<file path="src/rtl/sem_pkg.sv">
package sem_pkg;

   typedef enum logic [1:0] {
      OP_ACQ  = 2'b00,
      OP_REL  = 2'b01,
      OP_TRY  = 2'b10,
      OP_RSVD = 2'b11
   } sem_op_e;

endpackage

</file>
<file path="src/rtl/sem_arb.sv">
module sem_arb #(
   parameter int N        = 4,
   parameter bit PICK_LOW = 1'b1
) (
   input  logic [N-1:0]         req,
   output logic                 any,
   output logic [$clog2(N)-1:0] gnt_id
);
   localparam int ID_W = $clog2(N);

   assign any = |req;

   generate
      if (PICK_LOW) begin : g_low
         always_comb begin
            gnt_id = '0;
            for (int i = N - 1; i >= 0; i--) begin
               if (req[i]) gnt_id = ID_W'(i);
            end
         end
      end else begin : g_high
         always_comb begin
            gnt_id = '0;
            for (int i = 0; i < N; i++) begin
               if (req[i]) gnt_id = ID_W'(i);
            end
         end
      end
   endgenerate

   // a winner must be one of the requesters
   always_comb begin
      if (any) a_gnt_is_req_r8 : assert (req[gnt_id]);
   end

endmodule

</file>
<file path="src/rtl/sem_waitq.sv">
module sem_waitq #(
   parameter int DEPTH = 4,
   parameter int ID_W  = 2
) (
   input  logic            clk,
   input  logic            rst_n,
   input  logic            push,
   input  logic [ID_W-1:0] push_id,
   input  logic            pop,
   output logic [ID_W-1:0] head,
   output logic            empty
);
   localparam int PTR_W = (DEPTH > 1) ? $clog2(DEPTH) : 1;
   localparam int CNT_W = $clog2(DEPTH + 1);

   logic [ID_W-1:0]  slot_q [DEPTH];
   logic [PTR_W-1:0] wr_q, rd_q;
   logic [CNT_W-1:0] cnt_q;
   logic             full;

   function automatic logic [PTR_W-1:0] nxt(input logic [PTR_W-1:0] p);
      return (p == PTR_W'(DEPTH - 1)) ? '0 : p + 1'b1;
   endfunction

   assign empty = (cnt_q == '0);
   assign full  = (cnt_q == CNT_W'(DEPTH));
   assign head  = slot_q[rd_q];

   always_ff @(posedge clk) begin
      if (!rst_n) begin
         wr_q  <= '0;
         rd_q  <= '0;
         cnt_q <= '0;
         for (int k = 0; k < DEPTH; k++) slot_q[k] <= '0;
      end else begin
         if (push) begin
            slot_q[wr_q] <= push_id;
            wr_q         <= nxt(wr_q);
         end
         if (pop) rd_q <= nxt(rd_q);
         if (push && !pop) cnt_q <= cnt_q + 1'b1;
         else if (pop && !push) cnt_q <= cnt_q - 1'b1;
      end
   end

   // a core can be parked only once, so the queue never overfills
   p_no_push_full_r4 : assert property (@(posedge clk) disable iff (!rst_n)
      push |-> !full);

   // a release only resumes from a queue that holds a core
   p_no_pop_empty_r6 : assert property (@(posedge clk) disable iff (!rst_n)
      pop |-> !empty);

endmodule

</file>
<file path="src/rtl/sem_unit.sv">
module sem_unit
   import sem_pkg::*;
#(
   parameter int NUM_CORES = 4,
   parameter int NUM_SEMS  = 4,
   parameter int VAL_W     = 4,
   parameter int RESET_VAL = 1,
   parameter bit PICK_LOW  = 1'b1
) (
   input  logic                                 clk,
   input  logic                                 rst_n,
   input  logic [NUM_CORES-1:0]                 req_valid,
   input  logic [2*NUM_CORES-1:0]               req_op,
   input  logic [NUM_CORES*$clog2(NUM_SEMS)-1:0] req_idx,
   input  logic                                 load_valid,
   input  logic [$clog2(NUM_SEMS)-1:0]          load_idx,
   input  logic [VAL_W-1:0]                     load_value,
   output logic [NUM_CORES-1:0]                 done,
   output logic [NUM_CORES-1:0]                 ok,
   output logic [NUM_CORES-1:0]                 waiting,
   output logic [NUM_SEMS-1:0]                  overflow
);
   localparam int IDX_W = $clog2(NUM_SEMS);
   localparam int CID_W = $clog2(NUM_CORES);
   localparam logic [VAL_W-1:0] VMAX = {VAL_W{1'b1}};

   // elaboration-time parameter checks
   if (NUM_CORES < 2) begin : g_bad_cores
      $error("sem_unit: NUM_CORES must be at least 2");
   end
   if (NUM_SEMS < 2) begin : g_bad_sems
      $error("sem_unit: NUM_SEMS must be at least 2");
   end
   if (VAL_W < 1 || RESET_VAL < 0 || RESET_VAL > (2 ** VAL_W) - 1) begin : g_bad_val
      $error("sem_unit: RESET_VAL must fit in VAL_W bits");
   end

   logic [VAL_W-1:0] cnt_q  [NUM_SEMS];
   logic [NUM_SEMS-1:0]  ovf_q;
   logic [NUM_CORES-1:0] done_q, ok_q, wait_q;

   sem_op_e          op_c  [NUM_CORES];
   logic [IDX_W-1:0] idx_c [NUM_CORES];

   generate
      for (genvar c = 0; c < NUM_CORES; c++) begin : g_dec
         assign op_c[c]  = sem_op_e'(req_op[2*c +: 2]);
         assign idx_c[c] = req_idx[c*IDX_W +: IDX_W];
      end
   endgenerate

   // arbitration: only idle, non-parked cores compete; a load blocks service
   logic [NUM_CORES-1:0] elig;
   logic                 svc;
   logic [CID_W-1:0]     win;

   assign elig = req_valid & ~wait_q & ~done_q & {NUM_CORES{~load_valid}};

   sem_arb #(.N(NUM_CORES), .PICK_LOW(PICK_LOW)) u_arb (
      .req    (elig),
      .any    (svc),
      .gnt_id (win)
   );

   sem_op_e          w_op;
   logic [IDX_W-1:0] w_idx;
   logic [VAL_W-1:0] w_cnt;

   assign w_op  = op_c[win];
   assign w_idx = idx_c[win];
   assign w_cnt = cnt_q[w_idx];

   // one FIFO wait queue per semaphore
   logic [NUM_SEMS-1:0] q_push, q_pop, q_empty;
   logic [CID_W-1:0]    q_head [NUM_SEMS];

   generate
      for (genvar s = 0; s < NUM_SEMS; s++) begin : g_q
         assign q_push[s] = svc && (w_idx == IDX_W'(s)) && (w_op == OP_ACQ)
                            && (w_cnt == '0);
         assign q_pop[s]  = svc && (w_idx == IDX_W'(s)) && (w_op == OP_REL)
                            && !q_empty[s];
         sem_waitq #(.DEPTH(NUM_CORES), .ID_W(CID_W)) u_waitq (
            .clk     (clk),
            .rst_n   (rst_n),
            .push    (q_push[s]),
            .push_id (win),
            .pop     (q_pop[s]),
            .head    (q_head[s]),
            .empty   (q_empty[s])
         );
      end
   endgenerate

   logic             w_has_wait;
   logic [CID_W-1:0] w_head;

   assign w_has_wait = !q_empty[w_idx];
   assign w_head     = q_head[w_idx];

   always_ff @(posedge clk) begin
      if (!rst_n) begin
         for (int k = 0; k < NUM_SEMS; k++) cnt_q[k] <= VAL_W'(RESET_VAL);
         ovf_q  <= '0;
         done_q <= '0;
         ok_q   <= '0;
         wait_q <= '0;
      end else begin
         done_q <= '0;
         ok_q   <= '0;
         if (load_valid) begin
            cnt_q[load_idx] <= load_value;
            ovf_q[load_idx] <= 1'b0;
         end else if (svc) begin
            done_q[win] <= 1'b1;
            unique case (w_op)
               OP_ACQ: begin
                  if (w_cnt != '0) begin
                     cnt_q[w_idx] <= w_cnt - 1'b1;
                     ok_q[win]    <= 1'b1;
                  end else begin
                     done_q[win] <= 1'b0;
                     wait_q[win] <= 1'b1;
                  end
               end
               OP_TRY: begin
                  if (w_cnt != '0) begin
                     cnt_q[w_idx] <= w_cnt - 1'b1;
                     ok_q[win]    <= 1'b1;
                  end
               end
               OP_REL: begin
                  if (w_has_wait) begin
                     ok_q[win]      <= 1'b1;
                     done_q[w_head] <= 1'b1;
                     ok_q[w_head]   <= 1'b1;
                     wait_q[w_head] <= 1'b0;
                  end else if (w_cnt == VMAX) begin
                     ovf_q[w_idx] <= 1'b1;
                  end else begin
                     cnt_q[w_idx] <= w_cnt + 1'b1;
                     ok_q[win]    <= 1'b1;
                  end
               end
               default: ;
            endcase
         end
      end
   end

   assign done     = done_q;
   assign ok       = ok_q;
   assign waiting  = wait_q;
   assign overflow = ovf_q;

   generate
      for (genvar c = 0; c < NUM_CORES; c++) begin : g_core_chk
         // a parked core never reports completion
         p_wait_no_done_r4 : assert property (@(posedge clk) disable iff (!rst_n)
            !(wait_q[c] && done_q[c]));
         // leaving the wait queue always comes with a successful completion
         p_resume_ok_r6 : assert property (@(posedge clk) disable iff (!rst_n)
            $fell(wait_q[c]) |-> (done_q[c] && ok_q[c]));
         // a completion pulse lasts one cycle
         p_done_pulse_r11 : assert property (@(posedge clk) disable iff (!rst_n)
            done_q[c] |=> !done_q[c]);
      end
      for (genvar s = 0; s < NUM_SEMS; s++) begin : g_sem_chk
         // the overflow flag only clears through a load of its semaphore
         p_ovf_sticky_r9 : assert property (@(posedge clk) disable iff (!rst_n)
            $fell(ovf_q[s]) |-> ($past(load_valid) && $past(load_idx) == IDX_W'(s)));
         // without a load, a count moves by at most one per clock
         p_step_one_r8 : assert property (@(posedge clk) disable iff (!rst_n)
            !$past(load_valid) |-> ($stable(cnt_q[s])
               || cnt_q[s] == $past(cnt_q[s]) + 1'b1
               || cnt_q[s] == $past(cnt_q[s]) - 1'b1));
      end
   endgenerate

   // one serviced command plus at most one resumed core per clock
   p_two_done_max_r8 : assert property (@(posedge clk) disable iff (!rst_n)
      $countones(done_q) <= 2);

endmodule

</file>
<file path="config.mk">
export PLATFORM = sky130hd
export DESIGN_NAME = sem_unit
export DESIGN_NICKNAME = d
export VERILOG_FILES = /design/src/rtl/sem_pkg.sv /design/src/rtl/sem_arb.sv /design/src/rtl/sem_waitq.sv /design/src/rtl/sem_unit.sv
export SDC_FILE = /design/constraint.sdc
export NUM_CORES = 1
export LEC_CHECK = 0
export BUFFER_PORTS_ARGS = -buffer_cell sky130_fd_sc_hd__buf_4
export CORE_ASPECT_RATIO = 0.5
export CORE_MARGIN = 3
export CORE_UTILIZATION = 40
export CTS_BUF_LIST = sky130_fd_sc_hd__clkbuf_4 sky130_fd_sc_hd__clkbuf_8
export DETAILED_ROUTE_END_ITERATION = 8
export RECOVER_POWER = 50
export SETUP_SLACK_MARGIN = 0.15
export SYNTH_ARGS = -nofsm -noshare
export SYNTH_HDL_FRONTEND = slang
export SYNTH_SLANG_ARGS = --single-unit
</file>
<file path="constraint.sdc">
create_clock -name clk -period 12.8 [get_ports clk]
set_input_delay 0.64 -clock clk [delete_from_list [all_inputs] [get_ports clk]]
set_output_delay 0.64 -clock clk [all_outputs]
set_load 0.005 [all_outputs]
</file>
==> summary.txt <==
Power and ir drop
  • Tot Pwr: 0.702 mW
  • Lkg Pwr: 2.20 nW
  • Pwr dens: 118 mW/mm²
  • Worst vdd rail ir drop: 0.0552 mV

CTS
  • Worst-skew pair later-pin latency: 0.38 ns
  • CTS HTree Levels: 3
  • CTS-repair resized insts: 0
  • TritonCTS Buffers: 9
  • Max Root-Sink Buffers: 2
  • Clk root buf: clkbuf_8
  • Clock transition at the registers of the reported paths: 0.10 ns
  • Clock Sinks: 100
  • Cts hold-fix bufs: 0
  • TritonCTS clock tree: yes
  • Total setup buffers inserted after CTS: 0

Timing
  • RSZ-0062 raised after global routing: no
  • Max Freq: 165 MHz
  • Final setup skew: 0.0139 ns
  • Final hold vios: 0
  • Crit share post-route: 0.474
  • Fin. max-slew vios: 0
  • Setup-failing EPs final: 0
  • Post-route minimum period: 6.06 ns
  • Worst-Margin Slew: 1.35 ns
  • Final TNS setup: 0 ns
  • Slew margin rel.: 0.0866

Detailed routing
  • DR DRC count: 0
  • WL per Instance: 16.9 µm
  • Post-route ant nets: 0
  • First-pass DRT Iterations: 5
  • Vias: 4058
  • Vias per inst: 5.68
  • DRT iter0 DRCs: 351
  • Final wirelength: 12.0 mm

Worst setup path
  • Setup crit start kind: primary input
  • CP arrival: 6.37 ns
  • Worst setup EP type: flop
  • Crit Path Max Fanout: 16
  • Crit Path Class: primary input to flop
  • R2R setup slack: 7.03 ns
  • Crit Reg-Reg Endpoint: g_q[1].u_waitq.cnt_q[2]
  • Req. time, crit path: 13.11 ns
  • Reg-to-Reg Start: waiting[1]
  • Worst Reg2Reg Path Length in Cells: 14

Run
  • Max-cap violations: 0

Final layout
  • Layout cell share with drive strength beyond 1: 0.178
  • Nets: 587
  • Most common cell after layout, fill and taps aside: nor2_1
  • Fillers: 1220
  • Area delta synth->final: 11.4%
  • Most frequent cells in the layout: nor2_1 (56), dfxtp_1 (52), edfxtp_1 (48)
  • N_diodes: 0

Floorplanning
  • Core footprint: 0.0128 mm²
  • Die area: 0.0148 mm²
  • Die height: 87.7 µm
  • Io pins: 45
  • Starting Density: 0.415
  • Rows: 29
  • Die Wd: 169 µm

Yosys
  • Seq cells post-synth: 100
  • Main area contributors after synthesis: edfxtp_1 (27%), dfxtp_1 (20%), nor2_1 (3.9%)
  • Count of unique library cells instantiated by Yosys: 71
  • Seq/Total Area, Yosys: 0.465
  • Syn Nets: 553
  • Synth warn: 0
  • Synth top area share: 0.270
  • Cell area after synthesis: 0.00533 mm²
  • Mapped Cells: 505
  • Synth area leader: edfxtp_1
  • Avg Inst Size Synth: 10.6 µm²
  • Ys flop type: dfxtp_1
  • Asr flop ratio synth: 0
  • Number of synthesized flops with an enable pin: 48

GRT
  • GRT overflow: 0
  • GRT Resource Usage Total: 0.163
  • Initial antenna violation count: 0
  • Vias in the first global route: 3748
  • Largest net degree at the start of global routing: 36
  • First-pass GRT wire length: 19.4 mm

Placement
  • Detailed Place HPWL: 8.76 mm
  • GP Congestion: 0.893
  • Buffers added on ports: 44

Hold path
  • Hold wc startpoint: overflow[1]
  • Worst hold stages: 2
  • Hold Crit Class: flop to flop
  • Worst Hold End: overflow[1]

Outcome
  • Status: finished, final reports clean
worst max-delay path by stage:
stage	cells past startpoint	to	start	slack [ns]
after floorplan	15	cnt_q[1][3]	load_valid	8.32
after global placement	15	g_q[3].u_waitq.cnt_q[2]	load_valid	7.66
after detailed placement	15	g_q[1].u_waitq.cnt_q[2]	load_valid	7.58
after CTS	15	g_q[1].u_waitq.cnt_q[2]	load_valid	7.94
after global routing	15	g_q[1].u_waitq.cnt_q[2]	load_valid	6.15
final	15	g_q[1].u_waitq.cnt_q[2]	load_valid	6.74
state kept, by name, summed over array words and instances, names as in the netlist, 8 cells and up, named ones only:
register	cells
g_q.u_waitq.rd_q	8
cnt_q	16
g_q.u_waitq.wr_q	8
g_q.u_waitq.cnt_q	12
g_q.u_waitq.slot_q	32
layer usage:
metal | share of wire | track usage | up-vias
met5 | 0 | 0 | -
met4 | 0.012 | 0.0378 | 0
met3 | 0.042 | 0.0343 | 15
met2 | 0.44 | 0.265 | 110
met1 | 0.50 | 0.227 | 1965
li1 | - | - | 1968
critical path: stages:
cell      delay (ns)
clkbuf_1        0.29
nor4b_1         1.21
or4_1           0.43
o21ai_2         0.26
o21ai_0         0.23
a22oi_1         0.20
nor4_1          0.88
nand3_1         0.76
inv_1           0.19
ha_1            0.21
inv_1           0.06
fa_1            0.38
xor2_1          0.16
or3_1           0.31
a21oi_1         0.14
synthesized netlist by cell type, types with 3 or more instances:
| master | instances |
|---|---|
| o21a_1 | 3 |
| a32oi_1 | 3 |
| o21ai_2 | 6 |
| fa_1 | 5 |
| o32a_1 | 4 |
| nand2_1 | 37 |
| nand2b_1 | 9 |
| nor2_2 | 3 |
| or4b_1 | 3 |
| o31ai_1 | 5 |
| or3_1 | 12 |
| clkbuf_1 | 12 |
| nand3_1 | 6 |
| o21ai_1 | 15 |
| xor2_1 | 9 |
| nor2b_1 | 3 |
| a31oi_1 | 4 |
| o21ai_0 | 17 |
| buf_2 | 4 |
| ha_1 | 14 |
| o311a_1 | 3 |
| mux2_2 | 3 |
| nand3_2 | 4 |
| inv_1 | 14 |
| dfxtp_1 | 52 |
| nor4_1 | 11 |
| nor2_1 | 56 |
| mux2i_1 | 20 |
| nand3b_1 | 3 |
| a21o_1 | 3 |
| or2_1 | 3 |
| edfxtp_1 | 48 |
| a22oi_4 | 4 |
| a21oi_1 | 27 |
| nor3_1 | 27 |
| mux4_2 | 8 |
per-stage QoR:
step | util | setup slack (ns) | hold slack [ns] | cells | instance area (µm²)
2_1_floorplan | - | 8.32 | 0.458 | 505 | 5330
3_3_place_gp | 0.450 | 7.66 | 0.474 | 698 | 5780
3_5_place_dp | 0.450 | 7.58 | 0.471 | 698 | 5780
4_1_cts | 0.469 | 7.94 | 0.490 | 714 | 6030
5_1_grt | 0.463 | 6.15 | 0.513 | 714 | 5940
6_report | 0.463 | 6.74 | 0.491 | 714 | 5940
logic make-up after synthesis:
kind of cell,share of synthesized area
buf+inv,0.0321
simple gates,0.195
compound gates,0.159
mux,0.0805
flops,0.465
fa+ha+maj,0.0516
xor+xnor,0.0164
final cells by class:
class | instances | area, µm² | share of cell area
well taps | 170 | 213 | 0.0358
flip-flops and latches | 100 | 2480 | 0.418
clock buffers | 10 | 131 | 0.0221
multi-input cells | 367 | 2600 | 0.437
inverters | 15 | 56.3 | 0.00947
repair buffers | 46 | 342 | 0.0575
clock inverters | 6 | 119 | 0.0200
power by group:
part / switching, mW / leakage, nW / internal (mW)
sequential: 0.00367 / 0.903 / 0.343
clock: 0.115 / 0.127 / 0.135
combinational: 0.0662 / 1.17 / 0.0387
total: 0.185 / 2.20 / 0.517
No activity file was read; power rests on OpenSTA's default activity.
